[src/rtl/pack_guard_pkg.sv]
package pack_guard_pkg;

    typedef enum logic [1:0] {
        LVL_FULL   = 2'd0,
        LVL_DERATE = 2'd1,
        LVL_OPEN   = 2'd2
    } level_t;

    typedef logic [1:0] cause_t;

    localparam cause_t CAUSE_NONE  = 2'b00;
    localparam cause_t CAUSE_LIMIT = 2'b01;
    localparam cause_t CAUSE_SEVERE = 2'b10;
    localparam cause_t CAUSE_WDOG  = 2'b11;

    typedef struct packed {
        logic warn;
        logic limit;
        logic severe;
        logic wdog;
    } pack_flags_t;

    function automatic cause_t pick_cause(input pack_flags_t f);
        if (f.wdog)        return CAUSE_WDOG;
        else if (f.severe) return CAUSE_SEVERE;
        else               return CAUSE_LIMIT;
    endfunction

    function automatic logic is_hard(input pack_flags_t f);
        return f.limit | f.severe | f.wdog;
    endfunction

endpackage

[src/rtl/pack_guard_merge.sv]
module pack_guard_merge #(
    parameter int NCELL = 4
) (
    input  logic [NCELL-1:0]          warn_i,
    input  logic [NCELL-1:0]          limit_i,
    input  logic [NCELL-1:0]          severe_i,
    input  logic                      wdog_i,
    output pack_guard_pkg::pack_flags_t flags_o
);
    logic [NCELL:0] warn_acc;
    logic [NCELL:0] limit_acc;
    logic [NCELL:0] sev_acc;

    assign warn_acc[0]  = 1'b0;
    assign limit_acc[0] = 1'b0;
    assign sev_acc[0]   = 1'b0;

    for (genvar c = 0; c < NCELL; c++) begin : g_cell
        assign warn_acc[c+1]  = warn_acc[c]  | warn_i[c];
        assign limit_acc[c+1] = limit_acc[c] | limit_i[c];
        assign sev_acc[c+1]   = sev_acc[c]   | severe_i[c];
    end

    assign flags_o.warn   = warn_acc[NCELL];
    assign flags_o.limit  = limit_acc[NCELL];
    assign flags_o.severe = sev_acc[NCELL];
    assign flags_o.wdog   = wdog_i;
endmodule

[src/rtl/pack_guard_level.sv]
module pack_guard_level
    import pack_guard_pkg::*;
(
    input  logic        clk,
    input  logic        rst,
    input  pack_flags_t flags_i,
    input  logic        clr_i,
    output level_t      level_o,
    output logic        stb_o,
    output cause_t      cause_o
);
    level_t lvl_q, lvl_d;
    logic   stb_q;
    cause_t cause_q;

    always_comb begin
        lvl_d = lvl_q;
        unique case (lvl_q)
            LVL_FULL: begin
                if (flags_i.severe || flags_i.wdog)     lvl_d = LVL_OPEN;
                else if (flags_i.limit || flags_i.warn) lvl_d = LVL_DERATE;
            end
            LVL_DERATE: begin
                if (is_hard(flags_i))  lvl_d = LVL_OPEN;
                else if (flags_i.warn) lvl_d = LVL_DERATE;
                else                   lvl_d = LVL_FULL;
            end
            LVL_OPEN: begin
                if (clr_i && !is_hard(flags_i)) lvl_d = LVL_FULL;
            end
            default: lvl_d = LVL_OPEN;
        endcase
    end

    always_ff @(posedge clk) begin
        if (rst) begin
            lvl_q   <= LVL_FULL;
            stb_q   <= 1'b0;
            cause_q <= CAUSE_NONE;
        end else begin
            lvl_q <= lvl_d;
            stb_q <= (lvl_d == LVL_OPEN) && (lvl_q != LVL_OPEN);
            if ((lvl_d == LVL_OPEN) && (lvl_q != LVL_OPEN))
                cause_q <= pick_cause(flags_i);
        end
    end

    assign level_o = lvl_q;
    assign stb_o   = stb_q;
    assign cause_o = cause_q;
endmodule

[src/rtl/pack_guard_deadline.sv]
module pack_guard_deadline #(
    parameter int CW = 16
) (
    input  logic          clk,
    input  logic          rst,
    input  logic          trig_i,
    input  logic          opened_i,
    input  logic          clr_i,
    input  logic [CW-1:0] budget_i,
    output logic          miss_o
);
    localparam logic [CW-1:0] CNT_MAX = {CW{1'b1}};

    logic          armed_q;
    logic [CW-1:0] cnt_q;
    logic          miss_q;

    always_ff @(posedge clk) begin
        if (rst || clr_i) begin
            armed_q <= 1'b0;
            cnt_q   <= '0;
            miss_q  <= 1'b0;
        end else if (opened_i) begin
            armed_q <= 1'b0;
            cnt_q   <= '0;
        end else if (!armed_q) begin
            if (trig_i) begin
                armed_q <= 1'b1;
                cnt_q   <= '0;
            end
        end else begin
            if (cnt_q >= budget_i) miss_q <= 1'b1;
            if (cnt_q != CNT_MAX)  cnt_q  <= cnt_q + 1'b1;
        end
    end

    assign miss_o = miss_q;
endmodule

[src/rtl/pack_guard.sv]
module pack_guard
    import pack_guard_pkg::*;
#(
    parameter int NCELL = 4,
    parameter int CW    = 16
) (
    input  logic             clk,
    input  logic             rst,
    input  logic [NCELL-1:0] warn_i,
    input  logic [NCELL-1:0] limit_i,
    input  logic [NCELL-1:0] severe_i,
    input  logic             wdog_i,
    input  logic             svc_clr_i,
    input  logic [CW-1:0]    budget_i,
    output logic             derate_o,
    output logic             alert_o,
    output logic             contactor_open_o,
    output logic             rec_stb_o,
    output logic [1:0]       rec_cause_o,
    output logic             deadline_miss_o
);
    pack_flags_t flags;
    level_t      level;
    cause_t      cause;
    logic        opened;

    pack_guard_merge #(.NCELL(NCELL)) u_merge (
        .warn_i   (warn_i),
        .limit_i  (limit_i),
        .severe_i (severe_i),
        .wdog_i   (wdog_i),
        .flags_o  (flags)
    );

    pack_guard_level u_level (
        .clk     (clk),
        .rst     (rst),
        .flags_i (flags),
        .clr_i   (svc_clr_i),
        .level_o (level),
        .stb_o   (rec_stb_o),
        .cause_o (cause)
    );

    assign opened = (level == LVL_OPEN);

    pack_guard_deadline #(.CW(CW)) u_deadline (
        .clk      (clk),
        .rst      (rst),
        .trig_i   (is_hard(flags)),
        .opened_i (opened),
        .clr_i    (svc_clr_i),
        .budget_i (budget_i),
        .miss_o   (deadline_miss_o)
    );

    assign derate_o         = (level != LVL_FULL);
    assign alert_o          = (level != LVL_FULL);
    assign contactor_open_o = opened;
    assign rec_cause_o      = cause;
endmodule

[config.mk]
export PLATFORM = sky130hd
export DESIGN_NAME = pack_guard
export DESIGN_NICKNAME = d
export VERILOG_FILES = /design/src/rtl/pack_guard_pkg.sv /design/src/rtl/pack_guard_merge.sv /design/src/rtl/pack_guard_level.sv /design/src/rtl/pack_guard_deadline.sv /design/src/rtl/pack_guard.sv
export SDC_FILE = /design/constraint.sdc
export NUM_CORES = 1
export LEC_CHECK = 0
export BUFFER_PORTS_ARGS = -buffer_cell sky130_fd_sc_hd__buf_2
export CAP_MARGIN = 20
export CORE_ASPECT_RATIO = 1.75
export CORE_MARGIN = 10
export CORE_UTILIZATION = 40
export DETAILED_ROUTE_END_ITERATION = 16
export SLEW_MARGIN = 20
export SYNTH_ARGS = -nofsm -noshare
export SYNTH_HDL_FRONTEND = slang
export SYNTH_SLANG_ARGS = --single-unit
[constraint.sdc]
create_clock -name clk -period 6.3 [get_ports clk]
set_clock_uncertainty 0.2 [all_clocks]
set_input_delay 0.315 -clock clk [delete_from_list [all_inputs] [get_ports clk]]
set_output_delay 0.315 -clock clk [all_outputs]
set_load 0.005 [all_outputs]
==> reports/metrics.cfg, run 1 <==
[detailed_routing]
via_per_inst=5.29
wl_per_cell_um=13.0
drt_iter0_markers=7
drtPass1Iterations=4
detail-route-antenna-nets=0
drc=0
drt-total-wl_mm=3.59
vias=1464

[floorplanning]
initial_utilization_pct=41.7
die_area_um2=7180
fp.coreArea_um2=3940
dieHeight_um=105
rows=30
ios=39
fp.dieW_um=68.5

[clock_network]
numCtsBuffers=3
cts_setup_buffers=0
cts_hold_buf=0
ctsHtreeMaxLevel=1
cts_resized=0
clockBufferDepth=2
clk_pin_slew_ns=0.08
clock_sinks=23
clock_latency_ns=0.26
cts_tree=done
cts-root-buf=clkbuf_8

[placed_design]
dp_hpwl_mm=3.10
gp_congestion=0.775
port-buffer-count=38

[sta]
setup_violations=0
fin_crit_ns=2.41
fmax_mhz=415
tightest_slew_ns=0.762
maxSlewHeadroom_pct=49.2
hold_viol=0
rsz0062_at_grt=false
finalSetupTns_ns=0
fin_crit_sh_pct=38.2
maxSlewViolCount=0

[setup_path]
r2r-start=u_deadline.cnt_q[0]
worstPathRequired_ns=6.24
startpoint_type=flip-flop
r2r-end=u_deadline.miss_o
path_max_fanout=4
endpoint_kind=flip-flop
crit_end=u_deadline.miss_o
rrSetupSlack_ns=3.89
reg2reg_depth=7
critPathKind=reg2reg
crit_path_start=u_deadline.cnt_q[0]
arrival_ns=2.35

[synthesis]
synth_edf_count=0
yosys_warnings=0
synth_cell_types=42
async_flop_share_pct=0
syn_avg_cell_area_um2=8.44
seq_area_frac_synth_pct=28.0
syn_inst=195
ys_seq_elements=23
syn-num-nets=244
netlist_area_um2=1650
synth_ff_type=dfxtp_1

[global_route]
grt_pass1_vias=1575
antenna_found_initial=0
grt_util_all_layers_pct=10.9
grt_max_degree=20
grt.overflow.total=0
grt_first_pass_wirelength_mm=6.42

[final_layout]
nNetsFinal=279
drive_gt1_share_pct=24.5
fin_util_pct=47.4
area_growth_pct=13.6
num_antenna_cells=0

[status]
status=complete, no violations

[worst_hold_path]
holdCritPathClass=in2reg
hp-start=svc_clr_i

[job]
maxCapViolCount=0

[pwr]
power.density_nw_per_um2=144
leakage_nw=0.819
ir_drop_mv=0.0904

## per-stage QoR
step           hold slack [ns]  cells  cell area, um^2  worst slack [ns]  total power, W
2_1_floorplan            0.198    195             1650              4.25        0.000168
3_3_place_gp             0.314    273             1820              3.81        0.000182
3_5_place_dp             0.301    273             1820              3.80        0.000182
4_1_cts                 0.0838    277             1870              3.82        0.000273
5_1_grt                 0.0838    277             1870              3.67        0.000284
6_report                0.0763    277             1870              3.89        0.000269
## layer usage
layer	track usage, %	up-vias	share of wire (%)
met1	11.1	662	39
met3	2.35	6	4.6
met4	4.05	0	2.5
met5	0	-	0
met2	19.9	30	53
li1	-	766	-
## power breakdown
part / leakage (nW) / switching, W / total, W / internal (W)
Sequential: 0.187 / 0.00000192 / 0.000149 / 0.000147
Combinational: 0.609 / 0.0000138 / 0.0000292 / 0.0000153
Clock: 0.0228 / 0.0000460 / 0.0000910 / 0.0000451
## critical path: stages, from the launching register on
cell and delay (ns):
dfxtp_1 0.37, inv_1 0.08, ha_1 0.27, nor2b_1 0.04, o21ai_0 0.22, a221oi_1 0.16, or4_1 0.55, a2111oi_0 0.41
## cells in the mapped netlist (6+ instances only)
library cell | instances | area, um^2
nand3_1 | 6 | 30.0
a211oi_1 | 6 | 45.0
o21ai_0 | 6 | 30.0
a21oi_1 | 8 | 40.0
nand4_1 | 6 | 37.5
dfxtp_1 | 23 | 460
nand2_1 | 9 | 33.8
xnor2_1 | 9 | 78.8
ha_1 | 17 | 213
nor2_1 | 22 | 82.6
nor4_1 | 6 | 37.5
nor3_1 | 7 | 35.0
inv_1 | 24 | 90.1
## cell type report
class | instances | area [um^2]
multi-input cells | 140 | 1020
clock buffers | 4 | 45.0
flip-flops and latches | 23 | 460
fillers | 434 | 2070
inverters | 24 | 90.1
repair buffers | 38 | 190
well taps | 48 | 60.1
## state kept, by name, summed over array words and instances, names as in the netlist
name	cells
u_deadline.armed_q	1
u_deadline.cnt_q	16
u_deadline.miss_o	1
u_level.cause_o	2
u_level.level_o	2
u_level.stb_o	1
## placed cells by master (no fill, tap or decap), types with 3 or more instances in the layout
master,netlist,routed
buf_2,0,38
inv_1,24,24
dfxtp_1,23,23
nor2_1,22,22
ha_1,17,17
nand2_1,9,9
xnor2_1,9,9
a21oi_1,8,8
nor3_1,7,7
nor4_1,6,6
o21ai_0,6,6
nand3_1,6,6
nand4_1,6,6
a211oi_1,6,6
nand2b_1,3,3
o21a_1,3,3
or4_1,3,3
clkbuf_8,0,3
## worst min path at each step
stage	depth (start not counted)	slack, ns	end
floorplan	1	0.20	u_deadline.miss_o
global placement	2	0.31	u_level.cause_o[1]
detailed placement	2	0.30	u_level.cause_o[1]
CTS	2	0.08	u_deadline.miss_o
global route	2	0.08	u_deadline.miss_o
finish	2	0.08	u_deadline.miss_o
## logic make-up (layout without fill, tap and decap cells)
family,count (synthesis),count (layout),synth area share [%]
multiplexers,3,3,2.05
flip-flops,23,23,28.0
AO/OA/AOI/OAI,36,36,15.6
adder cells (fa/ha/maj),17,17,12.9
AND/OR/NAND/NOR,75,75,26.8
buffers and inverters,32,66,9.81
XOR/XNOR,9,9,4.79
(Power assumes the default switching activity.)
==> run 2: changes to the inputs <==
==> constraint.sdc (replaced) <==
create_clock -name clk -period 2.51 [get_ports clk]
set_clock_uncertainty 0.2 [all_clocks]
set_input_delay 0.1255 -clock clk [delete_from_list [all_inputs] [get_ports clk]]
set_output_delay 0.1255 -clock clk [all_outputs]
set_load 0.005 [all_outputs]
==> run 2 against run 1 <==
Compared with the run above:
- non-clock buffer count rose by 6
- sequential power rose to 2.5 times the previous value
- power increased to 2.5 times the previous value
- utilization increased by 1.5 points
- first-iteration DRC count rose to 4.7 times the previous value
- combinational power grew to 2.7 times the previous value
- global-route usage grew 0.44 points
- sequential cell count stayed put
- wire length grew 5.7%
- register-to-register slack got worse by 3.6 ns
- critical path depth unchanged
- critical endpoint is now u_deadline.cnt_q[9]
- largest cell class unchanged
==> reports/metrics.cfg, run 2 (synthesis results as in run 1) <==
[clock_network]
numCtsBuffers=3  ; unchanged
clock_sinks=23  ; unchanged
ctsHtreeMaxLevel=1  ; unchanged
cts-root-buf=clkbuf_8  ; unchanged
clk_pin_slew_ns=0.08  ; about the same
clockBufferDepth=2  ; unchanged
cts_setup_buffers=0  ; unchanged
cts_tree=done  ; unchanged
clock_latency_ns=0.26  ; about the same

[sta]
maxSlewViolCount=0  ; unchanged
fin_crit_ns=2.29
rsz0062_at_grt=false  ; unchanged
setup_violations=0  ; unchanged
fmax_mhz=437
hold_viol=0  ; unchanged
tightest_slew_ns=0.777  ; was 0.762 ns
finalSetupTns_ns=0  ; unchanged
fin_hold_ws_ns=0.0464  ; was 0.0763 ns
maxSlewHeadroom_pct=48.2  ; was 49.2%
fin_crit_sh_pct=91.2

[job]
maxCapViolCount=0  ; unchanged

[setup_path]
critPathKind=in2reg  ; was reg2reg
worstPathRequired_ns=2.46  ; was 6.24 ns
arrival_ns=2.24  ; was 2.35 ns
endpoint_kind=flip-flop  ; unchanged
rrSetupSlack_ns=0.28  ; was 3.89 ns
startpoint_type=input port  ; was flip-flop
path_max_fanout=8  ; was 4

[detailed_routing]
drc=0  ; unchanged
drt-total-wl_mm=3.80  ; was 3.59 mm
vias=1480  ; was 1464
drt_iter0_markers=33  ; was 7
wl_per_cell_um=13.4  ; was 13.0 um
drtPass1Iterations=4  ; unchanged
detail-route-antenna-nets=0  ; unchanged
via_per_inst=5.23  ; was 5.29

[floorplanning]
die_area_um2=7180  ; unchanged
dieHeight_um=105  ; unchanged
fp.dieW_um=68.5  ; unchanged
ios=39  ; unchanged
initial_utilization_pct=41.7  ; unchanged
fp.coreArea_um2=3940  ; unchanged
rows=30  ; unchanged

[final_layout]
num_antenna_cells=0  ; unchanged
area_growth_pct=17.1  ; was 13.6%
fin_util_pct=48.9  ; was 47.4%
regMostFlops=u_deadline.cnt_q  ; unchanged
drive_gt1_share_pct=25.1  ; was 24.5%
nNetsFinal=285  ; was 279
fin_cells=283  ; was 277
largest_reg_flops=16  ; unchanged
final_common_cell=buf_2  ; unchanged
final_cell_mix=38 x buf_2, 24 x inv_1, 23 x dfxtp_1  ; unchanged

[pwr]
power.density_nw_per_um2=354  ; was 144 nW/um^2
leakage_nw=0.851  ; was 0.819 nW
ir_drop_mv=0.282  ; was 0.0904 mV
finalPower_w=0.000683  ; was 0.000269 W

[global_route]
grt_first_pass_wirelength_mm=6.62  ; was 6.42 mm
met1_usage_pct=10.9  ; was 11.1%
antenna_found_initial=0  ; unchanged
met3_usage_pct=2.25  ; was 2.35%
grt.overflow.total=0  ; unchanged
grt_util_all_layers_pct=11.3  ; was 10.9%
grt_max_degree=20  ; unchanged
grt_pass1_vias=1608  ; was 1575
grt.busiest_layer=met2  ; unchanged
met2_usage_pct=21.1  ; was 19.9%

[placed_design]
dp_cells=275  ; was 273
dp_hpwl_mm=3.20  ; was 3.10 mm
gp_congestion=0.764  ; was 0.775
port-buffer-count=38  ; unchanged

[status]
status=complete, no violations  ; unchanged

[worst_hold_path]
holdCritPathClass=in2reg  ; unchanged

==> run 2: cell count changes in the layout (fill, tap and decap cells not counted), sizes merged <==
cell / change
clkinv: +1
dlygate4sd3: +4
buf: +2
clkbuf: -1
==> run 2: critical path: stages <==
cell and delay, ns:
dlygate4sd3_1 0.53, buf_2 0.12, or4_4 0.45, nor4_4 0.44, a211oi_4 0.12, nand4_1 0.13, mux2_1 0.32
==> run 2: final timing paths <==
check	start	endpoint	cells past startpoint
max reg2reg	u_deadline.cnt_q[0]	u_deadline.miss_o	7
min	wdog_i	u_level.level_o[1]	3
min reg2reg	u_level.cause_o[1]	u_level.cause_o[1]	2
max	severe_i[0]	u_deadline.cnt_q[9]	7
==> run 2: timing repair <==
action | 4_1_cts | 5_1_grt
endpoints found under the setup margin | 0 | 1
hold endpoints to repair | 7 | 0
hold buffers | 4 | 0
gates resized for setup | 0 | 1
==> run 2: final cells by class <==
cell class / count / area, um^2
Clock buffer: 3 / 41.3
Clock inverter: 1 / 5.00
Fill cell: 400 / 2010
Inverter: 24 / 90.1
Multi-Input combinational cell: 140 / 1020
Sequential cell: 23 / 460
Tap cell: 48 / 60.1
Timing Repair Buffer: 44 / 245
==> run 2: metal layers <==
layer | up-vias | part of all wire [%]
met5 | - | 0
met4 | 0 | 2.3
met3 | 7 | 4.1
met2 | 31 | 55
met1 | 662 | 38
li1 | 780 | -
==> run 2: metrics by stage <==
| stage | cell area, um^2 | setup WS [ns] |
|---|---|---|
| floorplan | 1650 | 0.459 |
| global placement | 1840 | 0.358 |
| detailed placement | 1840 | 0.302 |
| CTS | 1930 | 0.230 |
| global route | 1930 | 0.0165 |
| finish | 1930 | 0.221 |
==> run 2: report_power, final <==
| part | switching [W] | leakage (nW) | internal (W) |
|---|---|---|---|
| Clock | 0.000120 | 0.0255 | 0.000111 |
| Combinational | 0.0000360 | 0.639 | 0.0000422 |
| Sequential | 0.00000437 | 0.187 | 0.000370 |
| Total | 0.000160 | 0.851 | 0.000522 |
